File: config.mk
export PLATFORM = sky130hd
export DESIGN_NAME = rx_silo
export DESIGN_NICKNAME = d
export VERILOG_FILES = /design/src/rtl/rx_silo_pkg.sv /design/src/rtl/rx_silo_store.sv /design/src/rtl/rx_silo_alarm.sv /design/src/rtl/rx_silo.sv
export SDC_FILE = /design/constraint.sdc
export NUM_CORES = 1
export LEC_CHECK = 0
export BUFFER_PORTS_ARGS = -buffer_cell sky130_fd_sc_hd__buf_4
export CAP_MARGIN = 20
export CORE_UTILIZATION = 50
export CTS_BUF_LIST = sky130_fd_sc_hd__clkbuf_4
export CTS_CLUSTER_SIZE = 8
export DETAILED_ROUTE_END_ITERATION = 12
export PLACE_DENSITY = 0.79
export REMOVE_ABC_BUFFERS = 1
export SYNTH_ARGS = -nofsm -noshare
export SYNTH_HDL_FRONTEND = slang
export SYNTH_SLANG_ARGS = --single-unit
File: constraint.sdc
create_clock -name clk -period 3 [get_ports clk]
set_input_delay 0.3 -clock clk [delete_from_list [all_inputs] [get_ports clk]]
set_output_delay 0.3 -clock clk [all_outputs]
set_load 0.02 [all_outputs]
File: src/rtl/rx_silo_pkg.sv
package rx_silo_pkg;
  localparam int LINE_W  = 3;
  localparam int CHAR_W  = 8;
  localparam int ENTRY_W = CHAR_W + LINE_W + 4;

  typedef struct packed {
    logic              ovr;
    logic              ferr;
    logic              perr;
    logic              spare;
    logic [LINE_W-1:0] line;
    logic [CHAR_W-1:0] chr;
  } silo_entry_t;

  // length code 0..3 keeps the low 5..8 bits
  function automatic logic [CHAR_W-1:0] trim_char(input logic [CHAR_W-1:0] c,
                                                   input logic [1:0] len);
    logic [1:0]        sh;
    logic [CHAR_W-1:0] m;
    sh = 2'd3 - len;
    m  = {CHAR_W{1'b1}} >> sh;
    return c & m;
  endfunction
endpackage

File: src/rtl/rx_silo_store.sv
module rx_silo_store #(
  parameter int DEPTH = 64,
  parameter int WIDTH = 15
) (
  input  logic             clk,
  input  logic             rst,
  input  logic             flush,
  input  logic             push,
  input  logic [WIDTH-1:0] wdata,
  input  logic             pop_req,
  output logic [WIDTH-1:0] head,
  output logic             nonempty,
  output logic             full,
  output logic             accepted
);
  localparam int PW = $clog2(DEPTH);
  localparam int CW = $clog2(DEPTH + 1);

  logic [WIDTH-1:0] mem [DEPTH];
  logic [PW-1:0]    wr_ptr, rd_ptr;
  logic [CW-1:0]    count;
  logic             pop;

  assign full     = (count == CW'(DEPTH));
  assign nonempty = (count != '0);
  assign accepted = push & ~full & ~flush;
  assign pop      = pop_req & nonempty & ~flush;

  // storage without reset so that it maps onto RAM
  always_ff @(posedge clk) begin
    if (accepted) mem[wr_ptr] <= wdata;
  end

  assign head = mem[rd_ptr];

  always_ff @(posedge clk) begin
    if (rst || flush) begin
      wr_ptr <= '0;
      rd_ptr <= '0;
      count  <= '0;
    end else begin
      if (accepted) wr_ptr <= wr_ptr + 1'b1;
      if (pop)      rd_ptr <= rd_ptr + 1'b1;
      count <= count + CW'(accepted) - CW'(pop);
    end
  end

  p_no_overflow_r11: assert property (@(posedge clk) disable iff (rst)
    count <= CW'(DEPTH));

  p_full_drop_r11: assert property (@(posedge clk) disable iff (rst)
    (push && full && !pop_req && !flush) |=> $stable(count));

  p_pop_dec_r2: assert property (@(posedge clk) disable iff (rst)
    (pop_req && nonempty && !push && !flush) |=> (count == $past(count) - 1'b1));

  p_flush_empty_r7: assert property (@(posedge clk) disable iff (rst)
    flush |=> !nonempty);
endmodule

File: src/rtl/rx_silo_alarm.sv
module rx_silo_alarm #(
  parameter int BLOCK = 16
) (
  input  logic clk,
  input  logic rst,
  input  logic flush,
  input  logic accepted,
  input  logic rd,
  output logic alarm
);
  localparam int CW = $clog2(BLOCK);

  logic [CW-1:0] cnt;
  logic          hit;

  assign hit = accepted && (cnt == CW'(BLOCK - 1));

  always_ff @(posedge clk) begin
    if (rst || flush) begin
      cnt   <= '0;
      alarm <= 1'b0;
    end else begin
      if (accepted) cnt <= hit ? '0 : cnt + 1'b1;
      if (hit)      alarm <= 1'b1;
      else if (rd)  alarm <= 1'b0;
    end
  end

  p_alarm_rd_r5: assert property (@(posedge clk) disable iff (rst)
    (rd && !accepted && !flush) |=> !alarm);

  p_alarm_flush_r5: assert property (@(posedge clk) disable iff (rst)
    flush |=> !alarm);

  p_alarm_needs_entry_r4: assert property (@(posedge clk) disable iff (rst)
    $rose(alarm) |-> $past(accepted));
endmodule

File: src/rtl/rx_silo.sv
module rx_silo
  import rx_silo_pkg::*;
#(
  parameter int DEPTH       = 64,
  parameter int ALARM_BLOCK = 16
) (
  input  logic        clk,
  input  logic        rst,
  input  logic        push,
  input  logic [7:0]  push_char,
  input  logic [2:0]  push_line,
  input  logic [1:0]  push_len,
  input  logic        push_perr,
  input  logic        push_ferr,
  input  logic        push_ovr,
  input  logic        rd_strobe,
  input  logic        scan_en,
  input  logic        clr,
  input  logic        rx_ie,
  input  logic        alarm_en,
  output logic [15:0] rd_word,
  output logic        rx_done,
  output logic        rx_alarm,
  output logic        irq
);
  logic               flush;
  silo_entry_t        ent;
  logic [ENTRY_W-1:0] head, hold_q;
  logic               nonempty, full, accepted, alarm, pend_ovr;

  assign flush = clr | ~scan_en;

  always_comb begin
    ent.chr   = trim_char(push_char, push_len);
    ent.line  = push_line;
    ent.spare = 1'b0;
    ent.perr  = push_perr;
    ent.ferr  = push_ferr;
    ent.ovr   = push_ovr | pend_ovr;
  end

  rx_silo_store #(.DEPTH(DEPTH), .WIDTH(ENTRY_W)) u_store (
    .clk      (clk),
    .rst      (rst),
    .flush    (flush),
    .push     (push),
    .wdata    (ent),
    .pop_req  (rd_strobe),
    .head     (head),
    .nonempty (nonempty),
    .full     (full),
    .accepted (accepted)
  );

  rx_silo_alarm #(.BLOCK(ALARM_BLOCK)) u_alarm (
    .clk      (clk),
    .rst      (rst),
    .flush    (flush),
    .accepted (accepted),
    .rd       (rd_strobe),
    .alarm    (alarm)
  );

  // a character lost at the full store marks the next accepted one
  always_ff @(posedge clk) begin
    if (rst || flush)       pend_ovr <= 1'b0;
    else if (push && full)  pend_ovr <= 1'b1;
    else if (accepted)      pend_ovr <= 1'b0;
  end

  // last presented entry, shown with valid low once the store drains
  always_ff @(posedge clk) begin
    if (rst)           hold_q <= '0;
    else if (nonempty) hold_q <= head;
  end

  assign rd_word  = nonempty ? {1'b1, head} : {1'b0, hold_q};
  assign rx_done  = nonempty;
  assign rx_alarm = alarm;
  assign irq      = rx_ie & (alarm_en ? alarm : nonempty);

  p_clr_invalid_r8: assert property (@(posedge clk) disable iff (rst)
    clr |=> !rd_word[15]);

  p_spare_zero_r1: assert property (@(posedge clk) disable iff (rst)
    rd_word[15] |-> !rd_word[11]);

  p_alarm_mode_r6: assert property (@(posedge clk) disable iff (rst)
    (alarm_en && !rx_alarm) |-> !irq);

  p_ovr_mark_r11: assert property (@(posedge clk) disable iff (rst)
    (push && full && !flush) |=> pend_ovr);
endmodule

### Yosys cells after proc, flatten, opt, wreduce, memory -nomap -nowiden

Memory sizes are Yosys's and may differ from the RTL's. A register that Yosys moved wholly into a read port is not among the register bits.
Cells that the tools add are included.

| storage, ports and cells | value |
|---|---|
| input bits | 24 |
| output and inout bits | 19 |
| memories kept | 1 |
| word-level logic and storage cells | 45 |
| register bits after elaboration | 40 |
| bits in writable memories | 896 |

| cells by class | value |
|---|---|
| add/sub/neg operators | 6 |
| equality and inequality tests | 2 |
| multiplexer cells | 11 |
| reductions and logical operators | 6 |
| bitwise operators | 11 |
| shifts and indexed selects | 1 |

Memories:

| memory | words | bits a word | rd ports | clocked after memory_dff | write ports | RTL line | source |
|---|---|---|---|---|---|---|---|
| u_store.mem | 64 | 14 | 1 | 1 | 1 | rx_silo_store.sv:19 | `logic [WIDTH-1:0] mem [DEPTH];` |

Operators with widths:

| cell | number |
|---|---|
| $mux 16 | 1 |
| $add 6x1->6 const B | 2 |
| $mux 6 | 2 |
| $and 8x8->8 | 1 |
| $shr 8x2->8 const A | 1 |
| $add 7x1->7 | 1 |
| $eq 7x7->1 const B | 1 |
| $mux 1 | 7 |
| $reduce_bool 7->1 | 1 |
| $sub 7x1->7 | 1 |
| $and 1x1->1 | 5 |
| $add 4x1->4 const B | 1 |
| $eq 4x4->1 const B | 1 |
| $mux 4 | 1 |
| $reduce_bool 2->1 | 2 |
| $not 1->1 | 3 |
| $logic_and 1x1->1 | 2 |
| $or 1x1->1 | 2 |
| $sub 2x2->2 const A | 1 |
| $logic_or 1x1->1 | 1 |

### Depth between registers and ports, before layout

| logic depth | value |
|---|---|
| word-level depth | 6 |
| mapped depth | 17 |
| depth with buffers taken out | 16 |

### Cells and area by module

From an unflattened synthesis, not the netlist that was laid out.

| second synthesis, totals | value |
|---|---|
| cell total of the unflattened synthesis | 1797 |
| area total of the unflattened synthesis | 39110.0 um^2 |

Modules (own cells, without submodules):

| module | cells an instance | times used | area each (um^2) |
|---|---|---|---|
| rx_silo_store | 1712 | 1 | 38101.5 |
| rx_silo | 61 | 1 | 792.0 |
| rx_silo_alarm | 24 | 1 | 216.5 |

### Least setup slack after synthesis

No wires, ideal clock.

| timing | value |
|---|---|
| path type | register to register |
| start | reg u_store.count[2] |
| end | reg u_store.count[6] |
| period minus slack after synthesis | 3.119 ns |
| arrival time | 3.049 ns |
| buffers on the path | 1 |
| cell stages (with the launch flop) | 18 |
| setup slack | -0.119 ns |
| cells stage by stage | dfxtp_1 inv_1 ha_1 and4bb_2 nand2_1 clkbuf_1 nand3_1 nand2_1 nand2_1 ha_1 inv_1 fa_1 nand2b_1 a21oi_1 o21ai_0 a21oi_1 or3_1 a21oi_1 |

| between the ends | value |
|---|---|
| elaborated cells between the ends (all ways) | 9 |
| those cells by class | add/sub: 2; eq/ne: 1; bitwise: 5; reduce/logical: 1 |

RTL lines:

| item | RTL line | source |
|---|---|---|
| from (decl) | rx_silo_store.sv:21 | `logic [CW-1:0] count;` |
| from (signal assigned) | rx_silo_store.sv:44 | `count <= count + CW'(accepted) - CW'(pop);` |
| $reduce_bool 7->1 | rx_silo_store.sv:25 | `assign nonempty = (count != '0);` |
| net rx_done | rx_silo.sv:22 | `output logic rx_done,` |
| $and 1x1->1 (2 in a row) | rx_silo_store.sv:27 | `assign pop = pop_req & nonempty & ~flush;` |
| $sub 7x1->7 | rx_silo_store.sv:44 |  |

The timed path passes the listed nets, and every way through them passes these cells.
A chain may end at the register's enable or synchronous reset.

==> flow_results.xml <==
<?xml version="1.0" encoding="UTF-8"?>
<metrics>
  <group name="logic_synthesis">
    <metric name="post-synth-top-area-cell" unit="">sky130_fd_sc_hd__edfxtp_1</metric>
    <metric name="synth_sequential_area_ratio" unit="">0.760</metric>
    <metric name="yosys_top_cell_area_share" unit="">0.736</metric>
    <metric name="synth_edf_count" unit="">896</metric>
    <metric name="syn-instance-count" unit="">2039</metric>
    <metric name="fraction_of_synthesis_flops_using_an_asynchronous_set_or_reset_pin" unit="">0</metric>
    <metric name="yosysUniqueCellTypes" unit="">52</metric>
    <metric name="ys.warnings.count" unit="">0</metric>
    <metric name="netlist_area" unit="sq um">36600</metric>
    <metric name="synth_area_per_cell" unit="sq um">17.9</metric>
    <metric name="ys.flop_type" unit="">sky130_fd_sc_hd__edfxtp_1</metric>
    <metric name="ys_top_cells_by_area" unit="">sky130_fd_sc_hd__edfxtp_1 74%, sky130_fd_sc_hd__mux2i_1 9.0%, sky130_fd_sc_hd__mux4_2 3.9%, sky130_fd_sc_hd__dfxtp_1 2.5%, sky130_fd_sc_hd__o22ai_1 1.8%</metric>
    <metric name="yosys_register_bits" unit="">941</metric>
  </group>
  <group name="routing">
    <metric name="drt_pass1_iterations" unit="">8</metric>
    <metric name="dr_total_vias" unit="">22200</metric>
    <metric name="via_count_normalized_by_instance_count" unit="">6.21</metric>
    <metric name="routed_wire_per_std_cell" unit="microns">27.8</metric>
    <metric name="drt_iter0_drc" unit="">3047</metric>
    <metric name="drt_wl_total" unit="microns">99300</metric>
    <metric name="route.antenna.remaining_nets" unit="">0</metric>
    <metric name="detail_route.drc_violations" unit="">0</metric>
  </group>
  <group name="finish">
    <metric name="drive_gt1_frac" unit="">0.318</metric>
    <metric name="synthToLayoutAreaGrowth" unit="%">21.3</metric>
    <metric name="nets" unit="">2490</metric>
    <metric name="finish.utilization" unit="">0.616</metric>
    <metric name="fillCellCount" unit="">4686</metric>
    <metric name="ff_latch_area" unit="sq um">27800</metric>
    <metric name="multi_input_comb_area" unit="sq um">8930</metric>
    <metric name="layout.cells.non_filler" unit="">3576</metric>
  </group>
  <group name="global_routing">
    <metric name="first_pass_grt_wire_length" unit="microns">141000</metric>
    <metric name="grt.overflow.total" unit="">0</metric>
    <metric name="grt_antenna_before_repair" unit="">4</metric>
    <metric name="gr-usage-all-layers" unit="">0.261</metric>
    <metric name="first_global_vias" unit="">22100</metric>
    <metric name="pin_count_of_the_biggest_net_entering_global_routing" unit="">65</metric>
  </group>
  <group name="sta">
    <metric name="slew_headroom" unit="">0.306</metric>
    <metric name="timing_worst_slew_pin_value" unit="ns">1.04</metric>
    <metric name="layout_worst_path_cycle_share" unit="">1.27</metric>
    <metric name="hold_viol_final" unit="">0</metric>
    <metric name="worst_slack" unit="ns">-0.805</metric>
    <metric name="fmax_achieved" unit="MHz">263</metric>
    <metric name="setup_viol" unit="">14</metric>
    <metric name="holdWs" unit="ns">0.0762</metric>
    <metric name="rsz0062_at_grt" unit="">true</metric>
    <metric name="final_clock_skew" unit="ns">0.104</metric>
    <metric name="layout_min_cycle_time" unit="ns">3.80</metric>
    <metric name="number_of_max_slew_violations_in_the_final_report" unit="">0</metric>
  </group>
  <group name="place">
    <metric name="dpl.cell_count" unit="">3077</metric>
    <metric name="io_buffers" unit="">41</metric>
    <metric name="post_detailed_placement_half_perimeter_wirelength" unit="microns">56300</metric>
    <metric name="globalplace.congestion" unit="">0.934</metric>
  </group>
  <group name="power_and_ir_drop">
    <metric name="fin_total_pwr" unit="W">0.0252</metric>
    <metric name="static-leakage-power" unit="nW">13.8</metric>
    <metric name="worst_ir_drop_vdd" unit="mV">0.293</metric>
    <metric name="p_per_area" unit="nW/um^2">568</metric>
  </group>
  <group name="critical_path">
    <metric name="critical_path.cell_chain" unit="">buf_4, and2_2, buf_6, a22oi_1, o211ai_1, nand4_1, buf_4, o211a_4, buf_6</metric>
    <metric name="origin_of_the_critical_flop_to_flop_path" unit="">u_store.count[2]</metric>
    <metric name="critical_path_peak_fanout" unit="">26</metric>
    <metric name="cp_slowest_cell" unit="">sky130_fd_sc_hd__dfxtp_4</metric>
    <metric name="timing.critical_path.from_type" unit="">flop</metric>
    <metric name="critical_path_buf_inv_count" unit="">4</metric>
    <metric name="cp.depth" unit="">9</metric>
    <metric name="worst-endpoint-arrival" unit="ns">3.50</metric>
    <metric name="cpPeakStageDelay" unit="ns">0.41</metric>
    <metric name="cp_top_family" unit="">buffers and inverters</metric>
    <metric name="worst_r2r_path_depth" unit="">16</metric>
    <metric name="worst_setup_path_end_kind" unit="">output port</metric>
    <metric name="critPathRequiredTime" unit="ns">2.70</metric>
    <metric name="setup.worst_path.class" unit="">flop to output port</metric>
  </group>
  <group name="floorplan">
    <metric name="core.rowCount" unit="">98</metric>
    <metric name="die_w" unit="microns">272</metric>
    <metric name="initial_utilization" unit="">0.508</metric>
    <metric name="die_h" unit="microns">272</metric>
    <metric name="total_die_area" unit="sq um">74200</metric>
    <metric name="coreArea" unit="sq um">72000</metric>
    <metric name="pin_count" unit="">43</metric>
  </group>
  <group name="clock_tree">
    <metric name="cts_made_buffers" unit="">217</metric>
    <metric name="number_of_h_tree_levels" unit="">4</metric>
    <metric name="tritoncts_num_sinks" unit="">941</metric>
    <metric name="clock_path_buffers" unit="">3</metric>
    <metric name="cts_root_buf" unit="">sky130_fd_sc_hd__clkbuf_4</metric>
    <metric name="clock_latency" unit="ns">1.09</metric>
    <metric name="cts_tree" unit="">built</metric>
    <metric name="clkTransAtPathRegs" unit="ns">0.08</metric>
  </group>
  <group name="outcome">
    <metric name="run_status" unit="">finished with violations</metric>
    <metric name="failing_checks" unit="">setup timing</metric>
  </group>
  <group name="run">
    <metric name="max-cap-violations" unit="">0</metric>
  </group>
  <group name="min_path">
    <metric name="worst_hold_path.num_cells" unit="">2</metric>
    <metric name="min-delay-start" unit="">push_len[1]</metric>
    <metric name="hold_class" unit="">primary input to flop</metric>
  </group>
</metrics>
path summary, 6_finish.rpt:
kind                             end  slack (ns)
hold reg to reg             pend_ovr        0.47
hold / removal    u_store.mem[39][6]        0.08
setup reg to reg    u_store.count[6]        0.12
setup / recovery         rd_word[13]       -0.80
logic make-up after synthesis:
kind of cell	after synthesis	share of synthesized area
AOI/OAI and AO/OA	229	0.0442
other	1	0.000103
buffers and inverters	133	0.0163
DFF	941	0.760
muxes	395	0.130
and+or+nand+nor	314	0.0414
adders and majority gates	12	0.00431
xor gates and xnor gates	14	0.00335
flip-flops by register name (all words and copies together) (netlist names), named ones only:
signal,flops
u_alarm.alarm,1
u_store.rd_ptr,6
hold_q,14
pend_ovr,1
u_store.count,7
u_alarm.cnt,4
u_store.wr_ptr,6
u_store.mem,896
per-layer routing:
metal	global-route usage	wire length (microns)	part of all wire
met3	0.0711	11300	0.11
met1	0.333	35800	0.36
met4	0.132	4510	0.045
met2	0.413	47600	0.48
met5	0	11	0.00011
cells in the final DEF (no fill, tap or decap), drive strengths merged, types with 5 or more instances in the layout:
| cell type | instances |
|---|---|
| o2111ai | 26 |
| clkinv | 55 |
| nor2 | 117 |
| dfxtp | 45 |
| nand4b | 5 |
| o22ai | 104 |
| nand4 | 33 |
| edfxtp | 896 |
| nand3 | 8 |
| mux4 | 63 |
| buf | 289 |
| o21ai | 5 |
| mux2i | 328 |
| bufinv | 5 |
| o211ai | 27 |
| nand2b | 6 |
| dlygate4sd3 | 16 |
| nor3 | 27 |
| nor2b | 22 |
| nand3b | 5 |
| o211a | 13 |
| inv | 17 |
| a21oi | 15 |
| ha | 11 |
| nand2 | 70 |
| clkbuf | 327 |
| a22oi | 28 |
| bufbuf | 5 |
| xor2 | 11 |
cell usage after synthesis (2+ instances only):
cell                        count
sky130_fd_sc_hd__a21o_1         2
sky130_fd_sc_hd__a21oi_1       15
sky130_fd_sc_hd__a22oi_1       28
sky130_fd_sc_hd__a31oi_1        3
sky130_fd_sc_hd__and2_1         3
sky130_fd_sc_hd__and3_1         4
sky130_fd_sc_hd__buf_1          5
sky130_fd_sc_hd__buf_2         62
sky130_fd_sc_hd__buf_4          3
sky130_fd_sc_hd__clkbuf_1      49
sky130_fd_sc_hd__dfxtp_1       45
sky130_fd_sc_hd__edfxtp_1     896
sky130_fd_sc_hd__ha_1          11
sky130_fd_sc_hd__inv_1         13
sky130_fd_sc_hd__mux2_2         3
sky130_fd_sc_hd__mux2i_1      328
sky130_fd_sc_hd__mux4_2        63
sky130_fd_sc_hd__nand2_1       70
sky130_fd_sc_hd__nand2b_1       6
sky130_fd_sc_hd__nand3_1        8
sky130_fd_sc_hd__nand3b_1       5
sky130_fd_sc_hd__nand4_1       33
sky130_fd_sc_hd__nand4b_1       5
sky130_fd_sc_hd__nand4bb_1      4
sky130_fd_sc_hd__nor2_1       117
sky130_fd_sc_hd__nor2b_1       20
sky130_fd_sc_hd__nor3_1        27
sky130_fd_sc_hd__o2111ai_1     26
sky130_fd_sc_hd__o211a_1       13
sky130_fd_sc_hd__o211ai_1      27
sky130_fd_sc_hd__o21ai_0        4
sky130_fd_sc_hd__o22ai_1      104
sky130_fd_sc_hd__or2_2          2
sky130_fd_sc_hd__or3_1          4
sky130_fd_sc_hd__or3b_2         2
sky130_fd_sc_hd__xnor2_1        3
sky130_fd_sc_hd__xor2_1        11
final cells by class:
cell class,instances,share of cell area
sequential,941,0.627
antenna,3,0.000169
tap,950,0.0268
clock buffer,322,0.0545
inverter,13,0.00110
clock inverter,66,0.0100
multi-input combinational,966,0.201
timing repair buffer,315,0.0792
stage by stage:
| stage | setup TNS [ns] | setup slack [ns] | cell area, sq um |
|---|---|---|---|
| finish | -9.47 | -0.805 | 44400 |
| global route | -10.28 | -0.812 | 44400 |
| CTS | -9.72 | -0.770 | 43700 |
| detailed placement | -0.0923 | -0.0777 | 39200 |
| global placement | -0.0219 | -0.0219 | 39200 |
| floorplan | -352.37 | -11.83 | 36000 |
where the power goes:
group          leakage [nW]  switching (W)  internal, W
sequential             8.25     0.00000610       0.0144
combinational          3.83       0.000324     0.000110
clock                  1.68        0.00505      0.00536
repair_timing:
item,CTS,global route
pin swaps,42,49
hold endpoints to repair,679,0
resized for setup,133,84
gates cloned,13,5
setup buffers,58,19
endpoints found under the setup margin,15,89
hold buffers,16,0
(Power assumes the default switching activity.)
